File: src/rtl/irqc_pkg.sv
package irqc_pkg;
  localparam int NUM_SRC = 8;
  localparam int SRC_W   = $clog2(NUM_SRC);
  localparam int VEC_W   = SRC_W + 1;

  typedef enum logic [SRC_W-1:0] {
    SRC_BUSRST    = 3'd0,
    SRC_TICK_FAST = 3'd1,
    SRC_TICK_SLOW = 3'd2,
    SRC_EP0       = 3'd3,
    SRC_EP1       = 3'd4,
    SRC_EP2       = 3'd5,
    SRC_DAC       = 3'd6,
    SRC_GPIO      = 3'd7
  } src_e;
endpackage

File: src/rtl/irqc_sync.sv
module irqc_sync #(
  parameter int W = 8
) (
  input  logic         clk,
  input  logic         rst_n,
  input  logic [W-1:0] d,
  output logic [W-1:0] q
);
  logic [W-1:0] meta_q, meta_d;
  logic [W-1:0] stab_q, stab_d;

  always_comb begin
    meta_d = d;
    stab_d = meta_q;
  end

  always_ff @(posedge clk or negedge rst_n) begin
    if (!rst_n) begin
      meta_q <= '0;
      stab_q <= '0;
    end else begin
      meta_q <= meta_d;
      stab_q <= stab_d;
    end
  end

  assign q = stab_q;
endmodule

File: src/rtl/irqc_edge.sv
module irqc_edge #(
  parameter int W = 8
) (
  input  logic         clk,
  input  logic         rst_n,
  input  logic [W-1:0] d,
  input  logic [W-1:0] fall_sel,
  input  logic [W-1:0] mask,
  output logic         hit
);
  logic [W-1:0] prev_q, prev_d;
  logic [W-1:0] rise, fall, chosen;

  always_comb begin
    prev_d = d;
    rise   = d & ~prev_q;
    fall   = ~d & prev_q;
    chosen = (fall & fall_sel) | (rise & ~fall_sel);
    hit    = |(chosen & mask);
  end

  always_ff @(posedge clk or negedge rst_n) begin
    if (!rst_n) prev_q <= '0;
    else        prev_q <= prev_d;
  end

  // a hit can only come from a bit that changed since last cycle
  p_hit_needs_change_r3: assert property (@(posedge clk) disable iff (!rst_n)
    hit |-> ((d ^ prev_q) & mask) != '0);
endmodule

File: src/rtl/irqc_arbiter.sv
module irqc_arbiter #(
  parameter int N     = 8,
  parameter int IDX_W = $clog2(N)
) (
  input  logic             clk,
  input  logic             rst_n,
  input  logic [N-1:0]     active,
  output logic             valid,
  output logic [IDX_W-1:0] idx,
  output logic [N-1:0]     grant
);
  always_comb begin
    idx = '0;
    for (int i = N - 1; i >= 0; i--) begin
      if (active[i]) idx = IDX_W'(i);
    end
    valid = |active;
    grant = valid ? (N'(1) << idx) : '0;
  end

  p_grant_onehot_r6: assert property (@(posedge clk) disable iff (!rst_n)
    $onehot0(grant));
  p_none_higher_r6: assert property (@(posedge clk) disable iff (!rst_n)
    valid |-> ((active & ((N'(1) << idx) - N'(1))) == '0));
  p_grant_is_active_r6: assert property (@(posedge clk) disable iff (!rst_n)
    valid |-> active[idx]);
endmodule

File: src/rtl/irq_vector_ctrl.sv
module irq_vector_ctrl
  import irqc_pkg::*;
#(
  parameter int DAC_W       = 8,
  parameter int GPIO_PORTS  = 4,
  parameter int GPIO_PORT_W = 8,
  parameter int TAP_N       = 2,
  parameter int EP_N        = 3
) (
  input  logic                              clk,
  input  logic                              rst_n,
  input  logic                              busrst_evt,
  input  logic [TAP_N-1:0]                  tick_tap,
  input  logic [EP_N-1:0]                   ep_evt,
  input  logic [DAC_W-1:0]                  dac_pin,
  input  logic [DAC_W-1:0]                  dac_mask,
  input  logic [DAC_W-1:0]                  dac_fall,
  input  logic [GPIO_PORTS*GPIO_PORT_W-1:0] gpio_pin,
  input  logic [GPIO_PORTS*GPIO_PORT_W-1:0] gpio_mask,
  input  logic [GPIO_PORTS-1:0]             gpio_fall_port,
  input  logic [NUM_SRC-1:0]                src_en,
  input  logic                              irq_ack,
  input  logic                              irq_ret,
  output logic                              irq_req,
  output logic [VEC_W-1:0]                  irq_vec,
  output logic                              gie
);
  localparam int GPIO_W = GPIO_PORTS * GPIO_PORT_W;

  logic [DAC_W-1:0]   dac_s;
  logic [GPIO_W-1:0]  gpio_s;
  logic [GPIO_W-1:0]  gpio_fall_pin;
  logic [TAP_N-1:0]   tap_hit;
  logic               dac_hit, gpio_hit;
  logic [NUM_SRC-1:0] set_evt;
  logic [NUM_SRC-1:0] pend_q, pend_d;
  logic [NUM_SRC-1:0] active, grant, clr;
  logic               gie_q, gie_d;
  logic               sel_valid, take;
  logic [SRC_W-1:0]   sel_idx;

  irqc_sync #(.W(DAC_W))  u_dac_sync  (.clk(clk), .rst_n(rst_n), .d(dac_pin),  .q(dac_s));
  irqc_sync #(.W(GPIO_W)) u_gpio_sync (.clk(clk), .rst_n(rst_n), .d(gpio_pin), .q(gpio_s));

  irqc_edge #(.W(DAC_W)) u_dac_edge (
    .clk(clk), .rst_n(rst_n), .d(dac_s), .fall_sel(dac_fall),
    .mask(dac_mask), .hit(dac_hit)
  );

  for (genvar p = 0; p < GPIO_PORTS; p++) begin : g_port
    for (genvar b = 0; b < GPIO_PORT_W; b++) begin : g_pin
      assign gpio_fall_pin[p*GPIO_PORT_W+b] = gpio_fall_port[p];
    end
  end

  irqc_edge #(.W(GPIO_W)) u_gpio_edge (
    .clk(clk), .rst_n(rst_n), .d(gpio_s), .fall_sel(gpio_fall_pin),
    .mask(gpio_mask), .hit(gpio_hit)
  );

  for (genvar t = 0; t < TAP_N; t++) begin : g_tap
    irqc_edge #(.W(1)) u_tap_edge (
      .clk(clk), .rst_n(rst_n), .d(tick_tap[t]), .fall_sel(1'b0),
      .mask(1'b1), .hit(tap_hit[t])
    );
  end

  always_comb begin
    set_evt = {gpio_hit, dac_hit, ep_evt, tap_hit, busrst_evt};
    active  = pend_q & src_en & {NUM_SRC{gie_q}};
  end

  irqc_arbiter #(.N(NUM_SRC), .IDX_W(SRC_W)) u_arb (
    .clk(clk), .rst_n(rst_n), .active(active),
    .valid(sel_valid), .idx(sel_idx), .grant(grant)
  );

  always_comb begin
    take   = irq_ack & sel_valid;
    clr    = take ? grant : '0;
    pend_d = (pend_q & ~clr) | set_evt;
    gie_d  = gie_q;
    if (take)         gie_d = 1'b0;
    else if (irq_ret) gie_d = 1'b1;
  end

  always_ff @(posedge clk or negedge rst_n) begin
    if (!rst_n) begin
      pend_q <= '0;
      gie_q  <= 1'b0;
    end else begin
      pend_q <= pend_d;
      gie_q  <= gie_d;
    end
  end

  assign irq_req = sel_valid;
  assign irq_vec = {sel_idx, 1'b0};
  assign gie     = gie_q;

  p_take_drops_gie_r7: assert property (@(posedge clk) disable iff (!rst_n)
    (irq_ack && irq_req) |=> !gie);
  p_ret_raises_gie_r8: assert property (@(posedge clk) disable iff (!rst_n)
    (irq_ret && !(irq_ack && irq_req)) |=> gie);
  p_masked_gie_r9: assert property (@(posedge clk) disable iff (!rst_n)
    !gie |-> !irq_req);

  for (genvar i = 0; i < NUM_SRC; i++) begin : g_chk
    p_sticky_r5: assert property (@(posedge clk) disable iff (!rst_n)
      (pend_q[i] && !(take && grant[i])) |=> pend_q[i]);
    p_ack_clears_r7: assert property (@(posedge clk) disable iff (!rst_n)
      (take && grant[i] && !set_evt[i]) |=> !pend_q[i]);
    p_new_evt_kept_r10: assert property (@(posedge clk) disable iff (!rst_n)
      set_evt[i] |=> pend_q[i]);
  end
endmodule

File: config.mk
export PLATFORM = sky130hd
export DESIGN_NAME = irq_vector_ctrl
export DESIGN_NICKNAME = d
export VERILOG_FILES = /design/src/rtl/irqc_pkg.sv /design/src/rtl/irqc_sync.sv /design/src/rtl/irqc_edge.sv /design/src/rtl/irqc_arbiter.sv /design/src/rtl/irq_vector_ctrl.sv
export SDC_FILE = /design/constraint.sdc
export NUM_CORES = 1
export LEC_CHECK = 0
export BUFFER_PORTS_ARGS = -buffer_cell sky130_fd_sc_hd__buf_2
export CAP_MARGIN = 20
export CORE_MARGIN = 2
export CORE_UTILIZATION = 56
export DETAILED_ROUTE_END_ITERATION = 8
export GPL_ROUTABILITY_DRIVEN = 0
export PLACE_DENSITY = 0.84
export SYNTH_ARGS = -nofsm -noshare
export SYNTH_HDL_FRONTEND = slang
export SYNTH_HIERARCHICAL = 1
export SYNTH_SLANG_ARGS = --single-unit
export TNS_END_PERCENT = 5
File: constraint.sdc
create_clock -name clk -period 5.55 [get_ports clk]
set_clock_uncertainty 0.2 [all_clocks]
set_input_delay 1.11 -clock clk [delete_from_list [all_inputs] [get_ports clk]]
set_output_delay 1.11 -clock clk [all_outputs]
set_load 0.005 [all_outputs]
Word level (Yosys, flattened, before mapping)
Cells that the tools add are included. W data, S select, Z words.

Bits in registers: 131. Bits of input ports: 110.

Shifts and indexed selects: 1. Multiplexer cells: 12. Bitwise logic cells: 28. Reductions and logical operators: 4.

Operator list (number): $and A32 B32 Y32 (5); $not A32 Y32 (3); $and A8 B8 Y8 (8); $not A8 Y8 (4); $or A32 B32 Y32 (1); $reduce_or A32 Y1 (1); $mux W3 (8); $mux W8 (2); $or A8 B8 Y8 (2); $reduce_or A8 Y1 (2); $shl A1 B3 Y8 const A (1); $and A1 B1 Y1 (3); $mux W1 (2); $not A1 Y1 (2); $reduce_bool A2 Y1 (1).

Depth between registers and ports, before layout
Depth in word-level cells: 16. Mapped depth: 6.

By module
Netlist, hierarchy kept.

By module, submodules not included: irqc_sync at u_gpio_sync (times used 1, cells an instance 64, area an instance 1601.5 um^2, sequential area each 1601.5 um^2); irqc_edge at u_gpio_edge (times used 1, cells an instance 146, area an instance 1480.2 um^2, sequential area each 800.8 um^2); irq_vector_ctrl (times used 1, cells an instance 40, area an instance 421.7 um^2, sequential area each 225.2 um^2); irqc_sync at u_dac_sync (times used 1, cells an instance 16, area an instance 400.4 um^2, sequential area each 400.4 um^2); irqc_edge at u_dac_edge (times used 1, cells an instance 37, area an instance 377.9 um^2, sequential area each 200.2 um^2); irqc_arbiter (times used 1, cells an instance 25, area an instance 141.4 um^2, sequential area each 0.0 um^2); irqc_edge at g_tap[0].u_tap_edge ... (times used 2, cells an instance 4, area an instance 48.8 um^2, sequential area each 25.0 um^2).

Worst setup path after synthesis
OpenSTA, ideal clock, no wires.

Kind: input to output. Start: input src_en[3]. End: output irq_vec[1]. Arrival time: 1955 ps. Data required time: 4240 ps. Setup slack: 2285 ps. Cell stages on the path: 4. Path buffers: 0. Path through: and3_1 > inv_2 > a221o_2 > a21oi_1.

Word-level cells in the longest chain between the ends: 6.

RTL lines: from (decl) (RTL line irq_vector_ctrl.sv:21) `input logic [NUM_SRC-1:0] src_en,`; $and A8 B8 Y8 (2 in series) (RTL line irq_vector_ctrl.sv:70) `active = pend_q & src_en & {NUM_SRC{gie_q}};`; $mux W3 (4 in series) (RTL line irqc_arbiter.sv:15) `if (active[i]) idx = IDX_W'(i);`; to (decl) (RTL line irq_vector_ctrl.sv:25) `output logic [VEC_W-1:0] irq_vec,`.

No other way between the ends.

Worst setup path after layout
Start: input src_en[4]. End: output irq_req.

Word-level cells in the longest chain between the ends: 3.

RTL lines: $and A8 B8 Y8 (2 in series) (RTL line irq_vector_ctrl.sv:70); net active[4] (RTL line irq_vector_ctrl.sv:37) `logic [NUM_SRC-1:0] active, grant, clr;`; $reduce_or A8 Y1 (RTL line irqc_arbiter.sv:17) `valid = |active;`; to (decl) (RTL line irq_vector_ctrl.sv:24) `output logic irq_req,`.

The timed path passes the listed nets, and every way through them passes these cells.

==> flow_results.org <==
** Outcome
- The flow ran to the end, and the final reports show no timing, DRC or antenna violations.

** Route
- In this run, the number of DRC markers left after iteration 0 of detailed routing was 131.
- Using the TritonRoute via totals, the vias-per-cell ratio works out to 5.48.
- Across all layers, the routed design uses 3224 vias.
- Average routed wire per standard cell :: 15.9 um
- For this run, the detailed router's first-pass iteration total came to 4.
- DRC :: 0
- Antenna-violating nets left :: 0
- The final layout contains routed wiring with a total length of 9330 um.

** Layout
- Leaving out fill and tap cells, the most frequent cells in the layout are sky130_fd_sc_hd__dfrtp_1, sky130_fd_sc_hd__buf_2, sky130_fd_sc_hd__nand2_1, sky130_fd_sc_hd__nand2b_1, sky130_fd_sc_hd__o22ai_1.
- 0 antenna diodes ended up in the layout.
- After the last flow step, the layout net total stands at 583.
- Cells with a size suffix above 1 make up 30.9% of the layout.
- The library cell used most frequently in the layout, excluding fill and tap cells, is sky130_fd_sc_hd__dfrtp_1.
- The area growth from synthesis to layout is 28.0%.

** Setup path
- The critical path is of the in -> out type.
- Register-to-Register Path Depth :: 6
- The worst setup path is launched from a primary input.
- STA puts the critical path data required time at 4.24 ns.
- CP max stage delay :: 0.38 ns
- Critical Path Fanout Max :: 10
- The number of buffers and inverters on the critical path is 2.
- The slowest stage of the critical path belongs to the cell sky130_fd_sc_hd__nor4_1.
- The kind of cell with the highest combined delay along the critical path is simple AND/OR/NAND/NOR gates.
- The setup check on the worst reg-to-reg path leaves a slack of 3.39 ns.
- Worst R2R Start :: u_gpio_sync/q[14]
- Cells along the critical path :: buf_2 -> and3_1 -> nor4_1 -> nand2_1 -> buf_2
- By instance count, the cell type seen most on the critical path is sky130_fd_sc_hd__buf_2.
- Endpoint of the worst register-to-register path :: pend_q[7]
- STA classifies the critical path endpoint as an output pin.
- CP arrival :: 2.30 ns

** Logic synthesis
- Among all flip-flop cells after synthesis, the most frequent one is sky130_fd_sc_hd__dfrtp_1.
- Number of enable-type register cells in the synthesized netlist :: 0
- Combined area of all synthesized cells :: 0.00452 mm^2
- Cell taking the most area after synthesis :: sky130_fd_sc_hd__dfrtp_1
- Post-Syn Instances :: 336
- The synthesized design contains 131 register bits.
- After synthesis, the cell types taking the most area are sky130_fd_sc_hd__dfrtp_1, sky130_fd_sc_hd__nand2b_1, sky130_fd_sc_hd__o22ai_1.
- The share of synthesized area in the top cell type comes to 72.5%.
- Register area share after synthesis :: 72.5%
- The average instance in the mapped netlist occupies 13.5 um^2.
- The netlist uses 35 different library cells.
- Yosys printed 6 warnings.
- Share of flip-flops with an asynchronous set or reset :: 100%

** Floorplan
- The total area inside the core boundary comes to 0.00777 mm^2.
- For this configuration, the core starts out at a cell density of 58.2%.
- Area of the die :: 0.00881 mm^2
- The die is 93.8 um tall.
- Ports placed on the boundary :: 116
- Std cell rows :: 32
- Horizontal die dimension :: 93.8 um

** Worst hold path
- The startpoint identified for the worst hold timing path is u_dac_sync/meta_q[6].
- Hold path cells :: 0
- Worst-case hold path end point :: u_dac_sync/q[6]
- Class of the tightest hold or removal check :: reg -> reg

** GRT
- Final global-route overflow total :: 0
- The initial antenna violation count is 0.
- Entering global routing, the biggest net connects 132 pins.
- The first global-routing pass estimated 15100 um of wire.
- Vias in the first global route :: 3306
- Across every metal layer, demand over resource in global routing totals 23.3%.

** CTS
- TritonCTS clock tree :: built
- Buffer type at the clock tree root :: sky130_fd_sc_hd__clkbuf_8
- In this run the deepest clock path goes through 2 buffers.
- The clock net in this run drives a total of 131 sinks.
- Clk_lat worst skew :: 0.51 ns
- Clock input transition at the sequential cells of the worst setup and hold paths :: 0.06 ns
- Clock tree synthesis inserted a total of 17 buffers.
- Resize count post-CTS :: 0
- Buffers inserted to repair hold after CTS numbered 0.
- After clock tree synthesis, the setup repair step added 0 buffers.
- The H-tree was split into 4 levels.

** Timing
- Setup violations remaining at the end of the flow were counted as 0.
- Achievable clock frequency :: 0.277 GHz
- The final critical path takes up 65.0% of the cycle.
- Shortest period the worst path allows :: 3.61 ns
- The number of max-slew violations in the final report was 0.
- The number of hold violations in the final report was 0.
- Sum Neg Setup Slack :: 0 ns
- Worst hold slack :: 0.147 ns
- Setup repair after global routing missed its margin :: no

** Placement
- I/O Buffers :: 114
- DP HPWL :: 5870 um

** Job
- The tool flagged a number of max-cap violations equal to 0.

** Pwr
- Power spread over the standard cell area amounts to 384 mW/mm^2.
- In this run the static leakage power is 2.68 nW.
- Max rail drop VDD :: 0.000263 V
## per-stage QoR
stage / setup slack (ns) / util (%) / power [mW] / instance area (um^2) / cells
CTS: 1.97 / 74.1 / 2.24 / 5760 / 587
detailed placement: 1.96 / 67.2 / 1.23 / 5220 / 555
global placement: 2.02 / 67.2 / 1.22 / 5220 / 555
global route: 1.81 / 74.5 / 2.32 / 5780 / 588
finish: 1.94 / 74.5 / 2.22 / 5780 / 588
floorplan: 2.29 / - / 1.14 / 4550 / 343
## kinds of logic after synthesis
kind of cell	count (synthesis)	share of synthesized area, %
compound gates	68	10.1
buf+inv	6	0.913
flops	131	72.5
other cells	2	0.166
simple gates	129	16.3
## how the worst max path moves through the flow
stage	startpoint	end	slack (ns)	cells past startpoint
after CTS	src_en[4]	irq_req	1.97	5
after global placement	src_en[3]	irq_req	2.02	5
after global routing	src_en[4]	irq_req	1.81	5
final	src_en[4]	irq_req	1.94	5
after floorplan	src_en[3]	irq_vec[1]	2.29	4
after detailed placement	src_en[4]	irq_req	1.96	5
## cell type report
class,instances,area [um^2]
sequential,131,3280
fill,528,1980
multi-input combinational,206,1230
timing repair buffer,115,604
clock buffer,18,418
tap,102,128
clock inverter,14,121
inverter,2,7.51
## per-layer routing
layer | vias up | global-route usage, % | part of all wire [%]
li1 | 1481 | - | -
met1 | 1581 | 27.6 | 38
met2 | 136 | 39.3 | 53
met3 | 26 | 6.90 | 6.0
met4 | 0 | 10.7 | 2.7
met5 | - | 0 | 0
## where the power goes
group,internal (mW),switching (mW),leakage (nW),total [mW]
Combinational,0.0857,0.0988,0.909,0.185
Clock,0.563,0.433,0.261,0.996
Sequential,1.01,0.0308,1.51,1.04
## cell usage after synthesis (2+ instances only)
cell type                     n
sky130_fd_sc_hd__conb_1       2
sky130_fd_sc_hd__and3_1       8
sky130_fd_sc_hd__nor2_1       8
sky130_fd_sc_hd__nor4bb_1     2
sky130_fd_sc_hd__a22oi_1     16
sky130_fd_sc_hd__and2_1       2
sky130_fd_sc_hd__nand3_1      9
sky130_fd_sc_hd__nor4_1       2
sky130_fd_sc_hd__nand2_1     39
sky130_fd_sc_hd__dfrtp_1    131
sky130_fd_sc_hd__nand4b_1     6
sky130_fd_sc_hd__nand4bb_1    4
sky130_fd_sc_hd__o22ai_1     33
sky130_fd_sc_hd__nand3b_1     2
sky130_fd_sc_hd__a21oi_1      3
sky130_fd_sc_hd__o21ai_0      3
sky130_fd_sc_hd__nand2b_1    36
sky130_fd_sc_hd__a21o_1       8
sky130_fd_sc_hd__nand4_1      5
sky130_fd_sc_hd__buf_6        2
## sequential cells by signal (all words and copies together), names as in the netlist
signal,count
u_dac_edge/prev_q,8
gie,1
u_gpio_edge/prev_q,32
u_gpio_sync/q,32
g_tap.u_tap_edge/prev_q,2
u_dac_sync/q,8
u_gpio_sync/meta_q,32
pend_q,8
u_dac_sync/meta_q,8
Power figures use the tool's default switching activity.
